**config.mk**
```make
export PLATFORM = sky130hd
export DESIGN_NAME = i2c_mem_slave
export DESIGN_NICKNAME = d
export VERILOG_FILES = /design/src/rtl/i2c_slv_pkg.sv /design/src/rtl/i2c_bus_sync.sv /design/src/rtl/i2c_addr_match.sv /design/src/rtl/i2c_slave_ctrl.sv /design/src/rtl/i2c_mem_slave.sv
export SDC_FILE = /design/constraint.sdc
export NUM_CORES = 1
export LEC_CHECK = 0
export BUFFER_PORTS_ARGS = -buffer_cell sky130_fd_sc_hd__buf_2
export CORE_MARGIN = 2
export CORE_UTILIZATION = 55
export CTS_BUF_LIST = sky130_fd_sc_hd__clkbuf_4 sky130_fd_sc_hd__clkbuf_8
export CTS_CLUSTER_DIAMETER = 60
export CTS_CLUSTER_SIZE = 14
export DETAILED_ROUTE_END_ITERATION = 10
export GPL_TIMING_DRIVEN = 1
export PLACE_DENSITY = 0.76
export SLEW_MARGIN = 0
export SYNTH_ARGS = -nofsm -noshare
export SYNTH_HDL_FRONTEND = slang
export SYNTH_SLANG_ARGS = --single-unit
```
**constraint.sdc**
```tcl
create_clock -name clk_i -period 2.32 [get_ports clk_i]
set_input_delay 0.116 -clock clk_i [delete_from_list [all_inputs] [get_ports clk_i]]
set_output_delay 0.116 -clock clk_i [all_outputs]
set_load 0.02 [all_outputs]
```
**src/rtl/i2c_slv_pkg.sv**
```systemverilog
`timescale 1ns/1ps
package i2c_slv_pkg;
  localparam int BYTE_W = 8;
  localparam int PFX_W  = 4;
  localparam int SEL_W  = 3;

  typedef enum logic [3:0] {
    ST_IDLE,
    ST_ADDR,
    ST_ACK_SETUP,
    ST_ACK_HOLD,
    ST_WR,
    ST_RD,
    ST_RD_ACK,
    ST_RD_NEXT,
    ST_IGNORE
  } slv_state_e;
endpackage

```
**src/rtl/i2c_bus_sync.sv**
```systemverilog
`timescale 1ns/1ps
module i2c_bus_sync #(
  parameter int STAGES = 2
) (
  input  logic clk_i,
  input  logic rst_ni,
  input  logic scl_i,
  input  logic sda_i,
  output logic scl_o,
  output logic sda_o,
  output logic scl_rise_o,
  output logic scl_fall_o,
  output logic start_o,
  output logic stop_o
);
  localparam int NL = 2;  // [1] scl, [0] sda

  logic [NL-1:0] line_in, line_s, line_q;
  assign line_in = {scl_i, sda_i};

  for (genvar g = 0; g < NL; g++) begin : g_line
    logic [STAGES-1:0] chain;
    always_ff @(posedge clk_i or negedge rst_ni) begin
      if (!rst_ni) chain <= '1;
      else         chain <= {chain[STAGES-2:0], line_in[g]};
    end
    assign line_s[g] = chain[STAGES-1];
  end

  always_ff @(posedge clk_i or negedge rst_ni) begin
    if (!rst_ni) line_q <= '1;
    else         line_q <= line_s;
  end

  assign scl_o      = line_s[1];
  assign sda_o      = line_s[0];
  assign scl_rise_o = line_s[1] & ~line_q[1];
  assign scl_fall_o = ~line_s[1] & line_q[1];
  // conditions need SCL high on both samples around the SDA edge
  assign start_o    = line_s[1] & line_q[1] & line_q[0] & ~line_s[0];
  assign stop_o     = line_s[1] & line_q[1] & ~line_q[0] & line_s[0];
endmodule

```
**src/rtl/i2c_addr_match.sv**
```systemverilog
`timescale 1ns/1ps
module i2c_addr_match
  import i2c_slv_pkg::*;
#(
  parameter logic [PFX_W-1:0] ADDR_PREFIX = 4'b1010
) (
  input  logic [BYTE_W-1:1] addr_i,
  input  logic [SEL_W-1:0]  dev_sel_i,
  output logic              hit_o
);
  localparam int SEL_LO = 1;
  localparam int SEL_HI = SEL_LO + SEL_W - 1;
  localparam int PFX_LO = SEL_HI + 1;

  logic pfx_ok, sel_ok;
  assign pfx_ok = (addr_i[BYTE_W-1:PFX_LO] == ADDR_PREFIX);
  assign sel_ok = (addr_i[SEL_HI:SEL_LO] == dev_sel_i);
  assign hit_o  = pfx_ok & sel_ok;
endmodule

```
**src/rtl/i2c_slave_ctrl.sv**
```systemverilog
`timescale 1ns/1ps
module i2c_slave_ctrl
  import i2c_slv_pkg::*;
(
  input  logic              clk_i,
  input  logic              rst_ni,
  input  logic              sda_s_i,
  input  logic              scl_rise_i,
  input  logic              scl_fall_i,
  input  logic              start_i,
  input  logic              stop_i,
  input  logic              addr_hit_i,
  input  logic              busy_i,
  input  logic [BYTE_W-1:0] rd_data_i,
  output logic [BYTE_W-1:0] rx_byte_o,
  output logic              sda_pull_o,
  output logic              wr_valid_o,
  output logic [BYTE_W-1:0] wr_data_o,
  output logic              rd_req_o
);
  localparam int CNT_W = $clog2(BYTE_W + 1);
  localparam logic [CNT_W-1:0] LAST_BIT = CNT_W'(BYTE_W - 1);
  localparam logic [CNT_W-1:0] FULL     = CNT_W'(BYTE_W);

  slv_state_e        state_q;
  logic [CNT_W-1:0]  cnt_q;
  logic [BYTE_W-1:0] rx_q, tx_q;
  logic              pull_q, rd_mode_q;

  assign rx_byte_o  = {rx_q[BYTE_W-2:0], sda_s_i};
  assign sda_pull_o = pull_q;

  always_ff @(posedge clk_i or negedge rst_ni) begin
    if (!rst_ni) begin
      state_q    <= ST_IDLE;
      cnt_q      <= '0;
      rx_q       <= '0;
      tx_q       <= '0;
      pull_q     <= 1'b0;
      rd_mode_q  <= 1'b0;
      wr_valid_o <= 1'b0;
      wr_data_o  <= '0;
      rd_req_o   <= 1'b0;
    end else begin
      wr_valid_o <= 1'b0;
      rd_req_o   <= 1'b0;
      if (start_i) begin
        state_q <= ST_ADDR;
        cnt_q   <= '0;
        pull_q  <= 1'b0;
      end else if (stop_i) begin
        state_q <= ST_IDLE;
        cnt_q   <= '0;
        pull_q  <= 1'b0;
      end else begin
        unique case (state_q)
          ST_ADDR: if (scl_rise_i) begin
            rx_q <= rx_byte_o;
            if (cnt_q == LAST_BIT) begin
              cnt_q <= '0;
              if (addr_hit_i && !busy_i) begin
                rd_mode_q <= rx_byte_o[0];
                state_q   <= ST_ACK_SETUP;
              end else begin
                state_q <= ST_IGNORE;
              end
            end else begin
              cnt_q <= cnt_q + 1'b1;
            end
          end
          ST_WR: if (scl_rise_i) begin
            rx_q <= rx_byte_o;
            if (cnt_q == LAST_BIT) begin
              cnt_q <= '0;
              if (busy_i) begin
                state_q <= ST_IGNORE;
              end else begin
                wr_valid_o <= 1'b1;
                wr_data_o  <= rx_byte_o;
                state_q    <= ST_ACK_SETUP;
              end
            end else begin
              cnt_q <= cnt_q + 1'b1;
            end
          end
          ST_ACK_SETUP: if (scl_fall_i) begin
            pull_q  <= 1'b1;
            state_q <= ST_ACK_HOLD;
          end
          ST_ACK_HOLD: if (scl_fall_i) begin
            cnt_q <= '0;
            if (rd_mode_q) begin
              tx_q     <= rd_data_i;
              pull_q   <= ~rd_data_i[BYTE_W-1];
              rd_req_o <= 1'b1;
              state_q  <= ST_RD;
            end else begin
              pull_q  <= 1'b0;
              state_q <= ST_WR;
            end
          end
          ST_RD: begin
            if (scl_rise_i) cnt_q <= cnt_q + 1'b1;
            if (scl_fall_i) begin
              if (cnt_q == FULL) begin
                cnt_q   <= '0;
                pull_q  <= 1'b0;
                state_q <= ST_RD_ACK;
              end else begin
                tx_q   <= {tx_q[BYTE_W-2:0], 1'b0};
                pull_q <= ~tx_q[BYTE_W-2];
              end
            end
          end
          ST_RD_ACK: if (scl_rise_i) begin
            state_q <= sda_s_i ? ST_IGNORE : ST_RD_NEXT;
          end
          ST_RD_NEXT: if (scl_fall_i) begin
            tx_q     <= rd_data_i;
            pull_q   <= ~rd_data_i[BYTE_W-1];
            rd_req_o <= 1'b1;
            state_q  <= ST_RD;
          end
          default: ;  // idle / ignore: wait for a bus condition
        endcase
      end
    end
  end
endmodule

```
**src/rtl/i2c_mem_slave.sv**
```systemverilog
`timescale 1ns/1ps
module i2c_mem_slave
  import i2c_slv_pkg::*;
#(
  parameter logic [PFX_W-1:0] ADDR_PREFIX = 4'b1010,
  parameter int               SYNC_STAGES = 2
) (
  input  logic              clk_i,
  input  logic              rst_ni,
  input  logic              scl_i,
  input  logic              sda_i,
  input  logic [SEL_W-1:0]  dev_sel_i,
  input  logic              mem_busy_i,
  input  logic [BYTE_W-1:0] rd_data_i,
  output logic              sda_pull_o,
  output logic              wr_valid_o,
  output logic [BYTE_W-1:0] wr_data_o,
  output logic              rd_req_o
);
  logic scl_s, sda_s, scl_rise, scl_fall, cond_start, cond_stop;
  logic addr_hit;
  logic [BYTE_W-1:0] rx_byte;

  i2c_bus_sync #(.STAGES(SYNC_STAGES)) u_sync (
    .clk_i      (clk_i),
    .rst_ni     (rst_ni),
    .scl_i      (scl_i),
    .sda_i      (sda_i),
    .scl_o      (scl_s),
    .sda_o      (sda_s),
    .scl_rise_o (scl_rise),
    .scl_fall_o (scl_fall),
    .start_o    (cond_start),
    .stop_o     (cond_stop)
  );

  i2c_addr_match #(.ADDR_PREFIX(ADDR_PREFIX)) u_match (
    .addr_i    (rx_byte[BYTE_W-1:1]),
    .dev_sel_i (dev_sel_i),
    .hit_o     (addr_hit)
  );

  i2c_slave_ctrl u_ctrl (
    .clk_i      (clk_i),
    .rst_ni     (rst_ni),
    .sda_s_i    (sda_s),
    .scl_rise_i (scl_rise),
    .scl_fall_i (scl_fall),
    .start_i    (cond_start),
    .stop_i     (cond_stop),
    .addr_hit_i (addr_hit),
    .busy_i     (mem_busy_i),
    .rd_data_i  (rd_data_i),
    .rx_byte_o  (rx_byte),
    .sda_pull_o (sda_pull_o),
    .wr_valid_o (wr_valid_o),
    .wr_data_o  (wr_data_o),
    .rd_req_o   (rd_req_o)
  );
endmodule

```
==> reports/results.env <==
YOSYSTOPAREACELLSHARE=0.409
INITIAL_UTILIZATION=0.572
CP-END-KIND='register'
STARTPOINT='u_sync.g_line[1].chain[1]'
MIN_PERIOD_OVER_PERIOD=0.865
CRIT_END='u_ctrl.state_q[2]'
CLKSLEWWORSTSETUPHOLDPATHS_PS=70
YS_SEQ_ELEMENTS=40
H_TREE_LVLS=2
CRIT_ARRIVAL_PS=2220
TIMING.SETUP.CRITICAL_PATH_CLASS='register to register'
ANT_NETS=0
CTS.PATH.MAX_BUFFERS=2
CRITICAL_PATH.MAX_FANOUT=8
DESIGN.PORTCOUNT=27
PLACEMENTROWS=22
POSTSYNTHAREAPERCELL_SQ_UM=10.2
GRT_START_MAX_NET_PINS=41
RESULT_OF_THE_RUN='completed'
GRT_ANTENNA_BEFORE_REPAIR=0
FINALSETUPVIOLCOUNT=0
GPL.FINAL_WEIGHTED_CONGESTION=0.881
LAYOUT_CELLS_SIZED_ABOVE_1=0.297
SYNTH_NETS=221
P_CLK_FRAC=0.378
WORST_R2R_SRC='u_sync.g_line[1].chain[1]'
GRT_FIRST_PASS_WIRELENGTH_UM=7290
VIAS=1627
CLOCK-SINKS=40
VIAS_PER_STD_CELL=5.67
WORST_SKEW_PAIR.LATE_LATENCY_PS=290
POWER_DENSITY_mW_PER_MM2=614
FINAL_HOLD_VIOL_COUNT=0
SYNTH_ENABLE_FLOP_CELLS=0
FINAL_COMMON_CELL='dfrtp_1'
POWER.SHARE.SWITCHING=0.236
CRITICAL_PATH_REQUIRED_PS=2530
ROUTE.DETAILED.WL_PER_INST_UM=15.2
GRT_USAGE=0.227
SYNTH-WARNING-COUNT=0
NUMBER_OF_BUFFERS_INSERTED_BY_HOLD_REPAIR_AT_CTS=3
FINALCLOCKSKEW_PS=3.83
NUMBER_OF_INSTANCES_IN_THE_SYNTHESIZED_NETLIST=203
DRT_PASS1_ITERATIONS=4
RSZ_0062_RAISED_AFTER_GLOBAL_ROUTING='false'
SYNTH.YOSYS.SEQ_AREA_SHARE=0.485
R2R.WORST_PATH.CELLS=5
DETAILEDROUTE.FIRSTITERATIONVIOLATIONS=196
CTS.REPAIR_TIMING.SETUP_BUFFER_COUNT=0
SEQ_POWER_SHARE=0.519
CHIPWIDTH_UM=65.5
NUMCTSBUFFERS=5
CTS_TREE='done'
FINAL_CELL_MIX='34 x dfrtp_1, 26 x buf_2, 19 x nor2_1'
WORST-PATH-STAGES=5
NUM-NETS-FINAL=256
MAX_STAGE_DELAY_PS=600
CRITICAL_PATH.TOP_DELAY_FAMILY='simple AND/OR/NAND/NOR gates'
MAX_SLEW.WORST_PIN.SLEW_PS=886
POSTROUTEWIRELENGTH_UM=4360
WORST_SETUP_PATH_START_KIND='register'
INSERTEDDIODECOUNT=0
CTS-RESIZED-GATES=0
IO_BUFFERS=26
DRT_DRC_VIOLATIONS_LEFT=0
GRT_PASS1_VIAS=1586
POWER.LEAKAGE_uW=0.00116
DESIGN.DIE.AREA_SQ_MM=0.00429
POWER.SHARE.COMBINATIONAL=0.103
POST_SYNTH_INSTANCE_AREA_SQ_MM=0.00208
YS_DOMINANT_REG_CELL='dfrtp_1'
PERIOD_MINUS_SLACK_PS=2010
TIMING.HOLD.WORST.CLASS='primary input to register'
INTERNAL-POWER_uW=1130
CRITICAL_PATH.N_BUFFERS_INVERTERS=0
CLK_ROOT_BUFFER_CELL='clkbuf_8'
WORST_PATH_MAX_DELAY_CELL='dfstp_2'
WORST_R2R_ENDPOINT='u_ctrl.state_q[2]'
CP_CELL_SEQUENCE='nor2b_1 -> nor3_1 -> a2111o_1 -> or4_1 -> a21oi_1'
SYNTHTOPCELLSBYAREA='dfrtp_1 41%, mux2_2 9.2%, dfstp_2 7.6%, nor2_1 3.4%, nand2_1 3.3%'
MAXSLEWHEADROOM=0.410
NUM-FILL-CELLS=305
SYNTH_ASYNC_SR_FLOP_SHARE=1.00
GLOBALROUTEOVERFLOWTOTAL=0
DRV_SLEW=0
UTILIZATION=0.666
TOT_PWR_uW=1480
HPWL_AFTER_DPL_UM=3140
MAX_CAP_VIOLATIONS=0
PEAKVDDDROP_uV=435
YOSYSTOPAREACELL='dfrtp_1'
FMAXACHIEVABLE_MHz=498
CORE_SQ_MM=0.00363
SETUP_TNS_PS=0
NETLIST-CELL-TYPE-COUNT=50
SYN2LAYOUT_AREA_GROWTH_PCT=16.4
P_SWITCHING_uW=350
CHIPHEIGHT_UM=65.5
SETUP.REG_TO_REG.WORST_SLACK_PS=310
cell type report:
class	count	area [sq um]	area share
clock inverters	2	35.0	0.0145
inverters	6	22.5	0.00931
repair buffers	39	235	0.0973
clock buffers	6	76.3	0.0316
well taps	48	60.1	0.0248
multi-input cells	146	981	0.406
flip-flops and latches	40	1010	0.417
flip-flops by register name, summed over array words and instances (netlist names):
| name | cells |
|---|---|
| u_ctrl.cnt_q | 4 |
| u_ctrl.tx_q | 7 |
| u_ctrl.rd_mode_q | 1 |
| u_ctrl.wr_valid_o | 1 |
| u_ctrl.rd_req_o | 1 |
| u_sync.line_q | 2 |
| u_ctrl.wr_data_o | 8 |
| u_sync.g_line.chain | 4 |
| u_ctrl.state_q | 4 |
| u_ctrl.sda_pull_o | 1 |
| u_ctrl.rx_q | 7 |
routing by layer:
layer | track usage | vias up | wire length (um)
met4 | 0.102 | 0 | 91
li1 | - | 800 | -
met5 | 0 | - | 0
met3 | 0.0479 | 7 | 274
met2 | 0.372 | 57 | 2050
met1 | 0.289 | 763 | 1940
cell usage after synthesis, types with 2 or more instances:
cell type,number
nand2b_1,4
xor2_1,5
a21oi_1,8
nand3_1,6
inv_1,6
o21ai_0,9
nor3_1,5
nor2_1,19
nand4_1,2
buf_6,3
a21o_1,3
dfstp_2,6
clkbuf_1,6
o21a_1,2
a22oi_1,2
and3b_1,2
nor2b_1,5
dfrtp_1,34
mux2_2,17
mux2i_1,2
ha_1,2
nand2_1,18
a31oi_1,8
a2111o_1,2
buf_2,2
through the flow:
| stage | instance area (sq um) | setup slack [ps] | instances | hold WS (ps) |
|---|---|---|---|---|
| CTS | 2420 | 317 | 287 | 62.7 |
| finish | 2420 | 314 | 287 | 65.9 |
| global placement | 2280 | 377 | 276 | 220 |
| floorplan | 2080 | 274 | 203 | -180 |
| global route | 2420 | 189 | 287 | 82.6 |
| detailed placement | 2280 | 342 | 276 | 223 |
power groups by stage:
| stage | Clock, uW | Combinational [uW] | Sequential, uW |
|---|---|---|---|
| after floorplan | 0 | 100 | 769 |
| after global placement | 0 | 146 | 778 |
| after detailed placement | 0 | 148 | 783 |
| after CTS | 578 | 152 | 770 |
| after global routing | 600 | 172 | 775 |
| final | 561 | 152 | 770 |
tightest hold or removal path, stage by stage:
cell	delay, ps
buf_2	70
nand3_1	50
o21ai_0	70
worst min path at each step:
| stage | from | end | slack (ps) | cells past startpoint |
|---|---|---|---|---|
| floorplan | rst_ni | u_ctrl.cnt_q[0] | -180 | 0 |
| global placement | sda_i | u_sync.g_line[0].chain[0] | 220 | 1 |
| detailed placement | scl_i | u_sync.g_line[1].chain[0] | 220 | 1 |
| CTS | rd_data_i[0] | u_ctrl.tx_q[0] | 60 | 3 |
| global route | rd_data_i[5] | u_ctrl.tx_q[5] | 80 | 3 |
| finish | rd_data_i[0] | u_ctrl.tx_q[0] | 70 | 3 |
logic make-up (layout without fill, tap and decap cells):
group	Yosys count	in the layout	synth area share
multiplexers	19	19	0.102
flip-flops	40	40	0.485
AO/OA/AOI/OAI	47	47	0.154
buffers and inverters	17	53	0.0427
adder cells (fa/ha/maj)	3	3	0.0169
XOR/XNOR	5	5	0.0211
AND/OR/NAND/NOR	72	72	0.178
Power figures use the tool's default switching activity.
